## src/rtl/ipwm_pkg.sv

```systemverilog
package ipwm_pkg;

    localparam int unsigned PHASES_DEF = 6;
    localparam int unsigned CNT_W_DEF  = 9;
    localparam int unsigned TRIM_W_DEF = 6;
    localparam int unsigned SPARE_DEF  = 5;

    typedef enum logic [0:0] {
        CNT_RUN  = 1'b0,
        CNT_WRAP = 1'b1
    } cnt_ev_e;

endpackage

```

## src/rtl/ipwm_spacing.sv

```systemverilog
module ipwm_spacing #(
    parameter int unsigned NPH   = 6,
    parameter int unsigned CW    = 9,
    parameter int unsigned SPARE = 5
) (
    input  logic [NPH-1:0]         en,
    input  logic [NPH-1:0]         fail,
    input  logic [CW-1:0]          prd,
    output logic [NPH-1:0]         act,
    output logic [NPH-1:0][CW-1:0] off
);
    localparam int unsigned RW = $clog2(NPH + 1);
    localparam int unsigned PW = CW + RW;

    logic [RW-1:0] n_act;
    logic [RW-1:0] rank;
    logic [PW-1:0] prod;
    logic [PW-1:0] quo;

    always_comb begin
        act = en & ~fail;
        if ((|(en & fail)) && !fail[SPARE]) begin
            act[SPARE] = 1'b1;
        end
        n_act = RW'($countones(act));
        rank  = '0;
        prod  = '0;
        quo   = '0;
        for (int i = 0; i < NPH; i++) begin
            prod = PW'(rank) * PW'(prd);
            quo  = (n_act != '0) ? (prod / PW'(n_act)) : '0;
            off[i] = quo[CW-1:0];
            rank = rank + RW'(act[i]);
        end
    end
endmodule

```

## src/rtl/ipwm_trim.sv

```systemverilog
module ipwm_trim #(
    parameter int unsigned NPH = 6,
    parameter int unsigned CW  = 9,
    parameter int unsigned TW  = 6
) (
    input  logic [CW-1:0]          duty,
    input  logic [NPH*TW-1:0]      trim,
    input  logic [CW-1:0]          prd,
    output logic [NPH-1:0][CW-1:0] dty
);
    localparam int unsigned SW = CW + 2;

    for (genvar g = 0; g < NPH; g++) begin : g_ph
        logic [TW-1:0]        t_raw;
        logic signed [SW-1:0] sum;
        logic signed [SW-1:0] lim;

        assign t_raw = trim[g*TW +: TW];
        assign lim   = $signed({2'b00, prd});
        assign sum   = $signed({2'b00, duty}) + $signed({{(SW-TW){t_raw[TW-1]}}, t_raw});

        always_comb begin
            if (sum < 0) begin
                dty[g] = '0;
            end else if (sum > lim) begin
                dty[g] = prd;
            end else begin
                dty[g] = sum[CW-1:0];
            end
        end
    end
endmodule

```

## src/rtl/ipwm_gate.sv

```systemverilog
module ipwm_gate #(
    parameter int unsigned CW = 9
) (
    input  logic [CW-1:0] cnt,
    input  logic [CW-1:0] prd,
    input  logic [CW-1:0] off,
    input  logic [CW-1:0] dty,
    input  logic          act,
    output logic          pwm
);
    logic [CW:0] loc;

    always_comb begin
        if (cnt >= off) begin
            loc = {1'b0, cnt} - {1'b0, off};
        end else begin
            loc = {1'b0, cnt} + {1'b0, prd} - {1'b0, off};
        end
        pwm = act && (loc < {1'b0, dty});
    end
endmodule

```

## src/rtl/interleaved_pwm.sv

```systemverilog
module interleaved_pwm
    import ipwm_pkg::*;
#(
    parameter int unsigned NPH   = PHASES_DEF,
    parameter int unsigned CW    = CNT_W_DEF,
    parameter int unsigned TW    = TRIM_W_DEF,
    parameter int unsigned SPARE = SPARE_DEF
) (
    input  logic              clk,
    input  logic              rst_n,
    input  logic [CW-1:0]     period_i,
    input  logic [CW-1:0]     duty_i,
    input  logic [NPH*TW-1:0] trim_i,
    input  logic [NPH-1:0]    enable_i,
    input  logic [NPH-1:0]    fail_i,
    output logic [NPH-1:0]    pwm_o
);
    typedef struct packed {
        logic [CW-1:0]          cnt;
        logic [CW-1:0]          prd;
        logic [NPH-1:0]         act;
        logic [NPH-1:0][CW-1:0] off;
        logic [NPH-1:0][CW-1:0] dty;
    } state_t;

    state_t st_d, st_q;

    logic [CW-1:0]          prd_in;
    logic [NPH-1:0]         act_new;
    logic [NPH-1:0][CW-1:0] off_new;
    logic [NPH-1:0][CW-1:0] dty_new;
    cnt_ev_e                ev;

    logic [CW-1:0]          cnt_q;
    logic [CW-1:0]          prd_q;
    logic [NPH-1:0]         act_q;
    logic [NPH*CW-1:0]      dty_q;

    assign prd_in = (period_i < CW'(2)) ? CW'(2) : period_i;

    ipwm_spacing #(.NPH(NPH), .CW(CW), .SPARE(SPARE)) u_spacing (
        .en   (enable_i),
        .fail (fail_i),
        .prd  (prd_in),
        .act  (act_new),
        .off  (off_new)
    );

    ipwm_trim #(.NPH(NPH), .CW(CW), .TW(TW)) u_trim (
        .duty (duty_i),
        .trim (trim_i),
        .prd  (prd_in),
        .dty  (dty_new)
    );

    always_comb begin
        st_d = st_q;
        ev   = (st_q.cnt == st_q.prd - CW'(1)) ? CNT_WRAP : CNT_RUN;
        if (ev == CNT_WRAP) begin
            st_d.cnt = '0;
            st_d.prd = prd_in;
            st_d.act = act_new;
            st_d.off = off_new;
            st_d.dty = dty_new;
        end else begin
            st_d.cnt = st_q.cnt + CW'(1);
        end
    end

    always_ff @(posedge clk or negedge rst_n) begin
        if (!rst_n) begin
            st_q     <= '0;
            st_q.prd <= CW'(1);
        end else begin
            st_q <= st_d;
        end
    end

    for (genvar g = 0; g < NPH; g++) begin : g_out
        ipwm_gate #(.CW(CW)) u_gate (
            .cnt (st_q.cnt),
            .prd (st_q.prd),
            .off (st_q.off[g]),
            .dty (st_q.dty[g]),
            .act (st_q.act[g]),
            .pwm (pwm_o[g])
        );
    end

    assign cnt_q = st_q.cnt;
    assign prd_q = st_q.prd;
    assign act_q = st_q.act;
    assign dty_q = st_q.dty;
endmodule

```

## config.mk

```make
export PLATFORM = sky130hd
export DESIGN_NAME = interleaved_pwm
export DESIGN_NICKNAME = d
export VERILOG_FILES = /design/src/rtl/ipwm_pkg.sv /design/src/rtl/ipwm_spacing.sv /design/src/rtl/ipwm_trim.sv /design/src/rtl/ipwm_gate.sv /design/src/rtl/interleaved_pwm.sv
export SDC_FILE = /design/constraint.sdc
export NUM_CORES = 1
export LEC_CHECK = 0
export BUFFER_PORTS_ARGS = -buffer_cell sky130_fd_sc_hd__buf_2
export CAP_MARGIN = 0
export CORE_MARGIN = 5
export CORE_UTILIZATION = 47
export CTS_BUF_LIST = sky130_fd_sc_hd__clkbuf_2 sky130_fd_sc_hd__clkbuf_4 sky130_fd_sc_hd__clkbuf_8
export DETAILED_ROUTE_END_ITERATION = 12
export GPL_TIMING_DRIVEN = 0
export SLEW_MARGIN = 40
export SYNTH_ARGS = -nofsm -noshare
export SYNTH_HDL_FRONTEND = slang
export SYNTH_SLANG_ARGS = --single-unit
export TNS_END_PERCENT = 10
```

## constraint.sdc

```tcl
create_clock -name clk -period 12.9 [get_ports clk]
set_clock_uncertainty 0.05 [all_clocks]
set_input_delay 1.935 -clock clk [delete_from_list [all_inputs] [get_ports clk]]
set_output_delay 1.935 -clock clk [all_outputs]
set_load 0.005 [all_outputs]
```

==> results.ini <==
[placement]
post-place-ws_ns=-13.12
gp_congestion=0.949
port_buffers=71
hpwl_mm=77.1

[floorplan]
fp.dieArea_um2=69800
die_w_um=264
initial_core_util_pct=47.2
fp.coreArea_um2=64200
io_pins=74
placementRows=93
die_h_um=264

[grt]
antenna_found_initial=2
grt_pass1_vias=29721
grt_pass1_wl_mm=158
grt_max_degree=68
grt-ovfl-total=0
grt_util_all_layers_pct=27.5

[timing]
period_needed_ns=21.72
relSlewSlack_pct=40.9
tightestPinTransition_ns=0.864
finalHoldViolations=0
rsz0062_at_grt=true
maxSlewViolCount=0
finalSetupViolations=27
layout_setup_ws_ns=-8.82
finalCritPeriodShare_pct=168
fmax_mhz=46.0

[detailed_routing]
antenna_left=0
num_vias=31036
drt-total-wl_mm=101
drc=0
wl_per_cell_um=19.4
drt_iter0_markers=2081
vias_per_cell=5.93
dr.pass1.iters=5

[min_path]
holdPathEnd=st_q[89]
hold_start=st_q[89]
hold_path_depth=2
holdCritPathClass=flop to flop

[worst_setup_path]
crit_slowest_cell=or4_4
crit_type=primary input to flop
rr_worst_depth=10
critPathRequiredTime_ns=13.20
cp_max_fo=8
cp-end-kind=flop
cp_slowest_stage_delay_ns=0.57
worst-r2r-setup-slack_ns=8.29
rr_startpoint=cnt_q[7]
crit_top_cell=ha_1
rr_endpoint=act_q[2]
worst_setup_path_start_kind=primary input
crit_arrival_ns=22.02

[yosys]
synthDistinctLibCells=116
synth_warnings=0
syn-cell-area_um2=30300
synth_area_per_cell_um2=7.53
yosysSeqAreaShare_pct=10.9
synth_ff_type=dfrtp_1
yosys_register_bits=132
synth_edf_count=0
netlist_instances=4033
async_flop_share_pct=100

[clock_tree]
cts_made_buffers=17
htree_levels=4
clock_path_buffers=2
path_clk_slew_ns=0.08
clkLatencyLatePin_ns=0.47
hold_buffers=0
clkSinkCount=132
cts_tree=done
clock-root-buffer=clkbuf_8

[final_layout]
fin_nets=4981
drive_above_1_share_pct=17.7
fillers=6201
syn_to_final_growth_pct=19.3

[job]
drv_cap=0

[status]
status=finished, violations left
violations=setup timing

-- through the flow --
stage                     std cells  hold slack, ns  utilization (%)  TNS (ns)  instance area [µm²]
final                          5236           0.428             56.4   -115.58                36200
after CTS                      5189           0.433             55.1   -118.20                35400
after floorplan                4036           0.393                -   -121.39                30800
after global routing           5236           0.438             56.4   -141.31                36200
after detailed placement       4969           0.416             50.6   -230.65                32500
after global placement         4962           0.411             50.2   -257.12                32300
-- registers in the layout, indices dropped and copies added (netlist names) --
register	cells
act_q	6
prd_q	9
cnt_q	9
dty_q	54
st_q	54
-- layout make-up --
class / count / area, µm² / area share, %
antenna: 1 / 2.50 / 0.00691
buffer: 80 / 492 / 1.36
clock buffer: 27 / 328 / 0.905
clock inverter: 5 / 77.6 / 0.214
inverter: 316 / 1210 / 3.34
multi-input combinational: 3502 / 27400 / 75.7
sequential: 132 / 3310 / 9.13
tap: 855 / 1070 / 2.95
timing repair buffer: 318 / 2320 / 6.39
-- worst max-delay path: cells and delay by family --
| family | cells | cell delay (ns) |
|---|---|---|
| multiplexers | 7 | 1.93 |
| AO/OA/AOI/OAI | 33 | 5.36 |
| buffers and inverters | 10 | 1.32 |
| AND/OR/NAND/NOR | 37 | 7.46 |
| adder cells (fa/ha/maj) | 14 | 3.96 |
-- what timing repair did --
| action | 4_1_cts | 5_1_grt |
|---|---|---|
| pin swaps | 135 | 63 |
| setup endpoints to repair | 34 | 31 |
| buffers inserted | 194 | 47 |
| gates resized for setup | 242 | 98 |
-- cells in the final DEF, fill, tap and decap left out, types with 26 or more instances in the layout --
master    instances
inv_1           304
dfrtp_1         130
buf_4           249
mux2i_1          89
fa_1             44
o21ai_2          34
o21a_1           84
clkbuf_1         42
o21bai_1         54
nand4_1          35
a21o_1           74
nand2_1         324
xnor2_1         149
ha_1            475
nor2b_1          68
o21ai_0         286
xor2_1           62
nand2b_1        123
nand3_1          87
a21oi_2          29
nor2_1          286
and3_1           27
o31ai_1          30
clkbuf_8         26
or3_1            38
nor3_1           92
and2_1           67
a21oi_1         262
buf_2            71
-- synthesized netlist by cell type, types with 88 or more instances --
library cell / number / area [µm²]
ha_1: 499 / 6240
nand2_1: 335 / 1260
inv_1: 311 / 1170
nor3_1: 106 / 531
a21oi_1: 294 / 1470
nand2b_1: 129 / 807
nor2_1: 310 / 1160
o21ai_0: 330 / 1650
mux2i_1: 100 / 1000
nand3_1: 93 / 465
xnor2_1: 157 / 1380
dfrtp_1: 131 / 3280
o21a_1: 88 / 661
-- per-layer routing --
layer  GRT usage [%]  part of all wire (%)
met2            46.9                    47
met3            2.51                   4.1
met1            37.3                    46
met4            8.07                   3.4
met5               0                     0
-- cell families after synthesis --
kind of cell	count (synthesis)	synth area share, %
adder cells (fa/ha/maj)	546	23.7
multiplexers	135	4.61
AO/OA/AOI/OAI	1213	26.0
AND/OR/NAND/NOR	1382	23.2
flip-flops	132	10.9
buffers and inverters	402	5.15
XOR/XNOR	222	6.46
other	1	0.0124
-- worst max-delay path by stage --
stage	startpoint	endpoint	slack, ns	cells after the start
floorplan	fail_i[0]	st_q[81]	-8.76	106
global route	fail_i[1]	st_q[81]	-9.74	106
detailed placement	period_i[6]	st_q[81]	-13.12	105
global placement	enable_i[2]	st_q[81]	-14.02	94
finish	period_i[6]	st_q[81]	-8.82	101
CTS	fail_i[0]	st_q[81]	-8.10	104
Power is not shown: default switching activity piles up to over one toggle a cycle in this logic, so the estimate is an artifact.
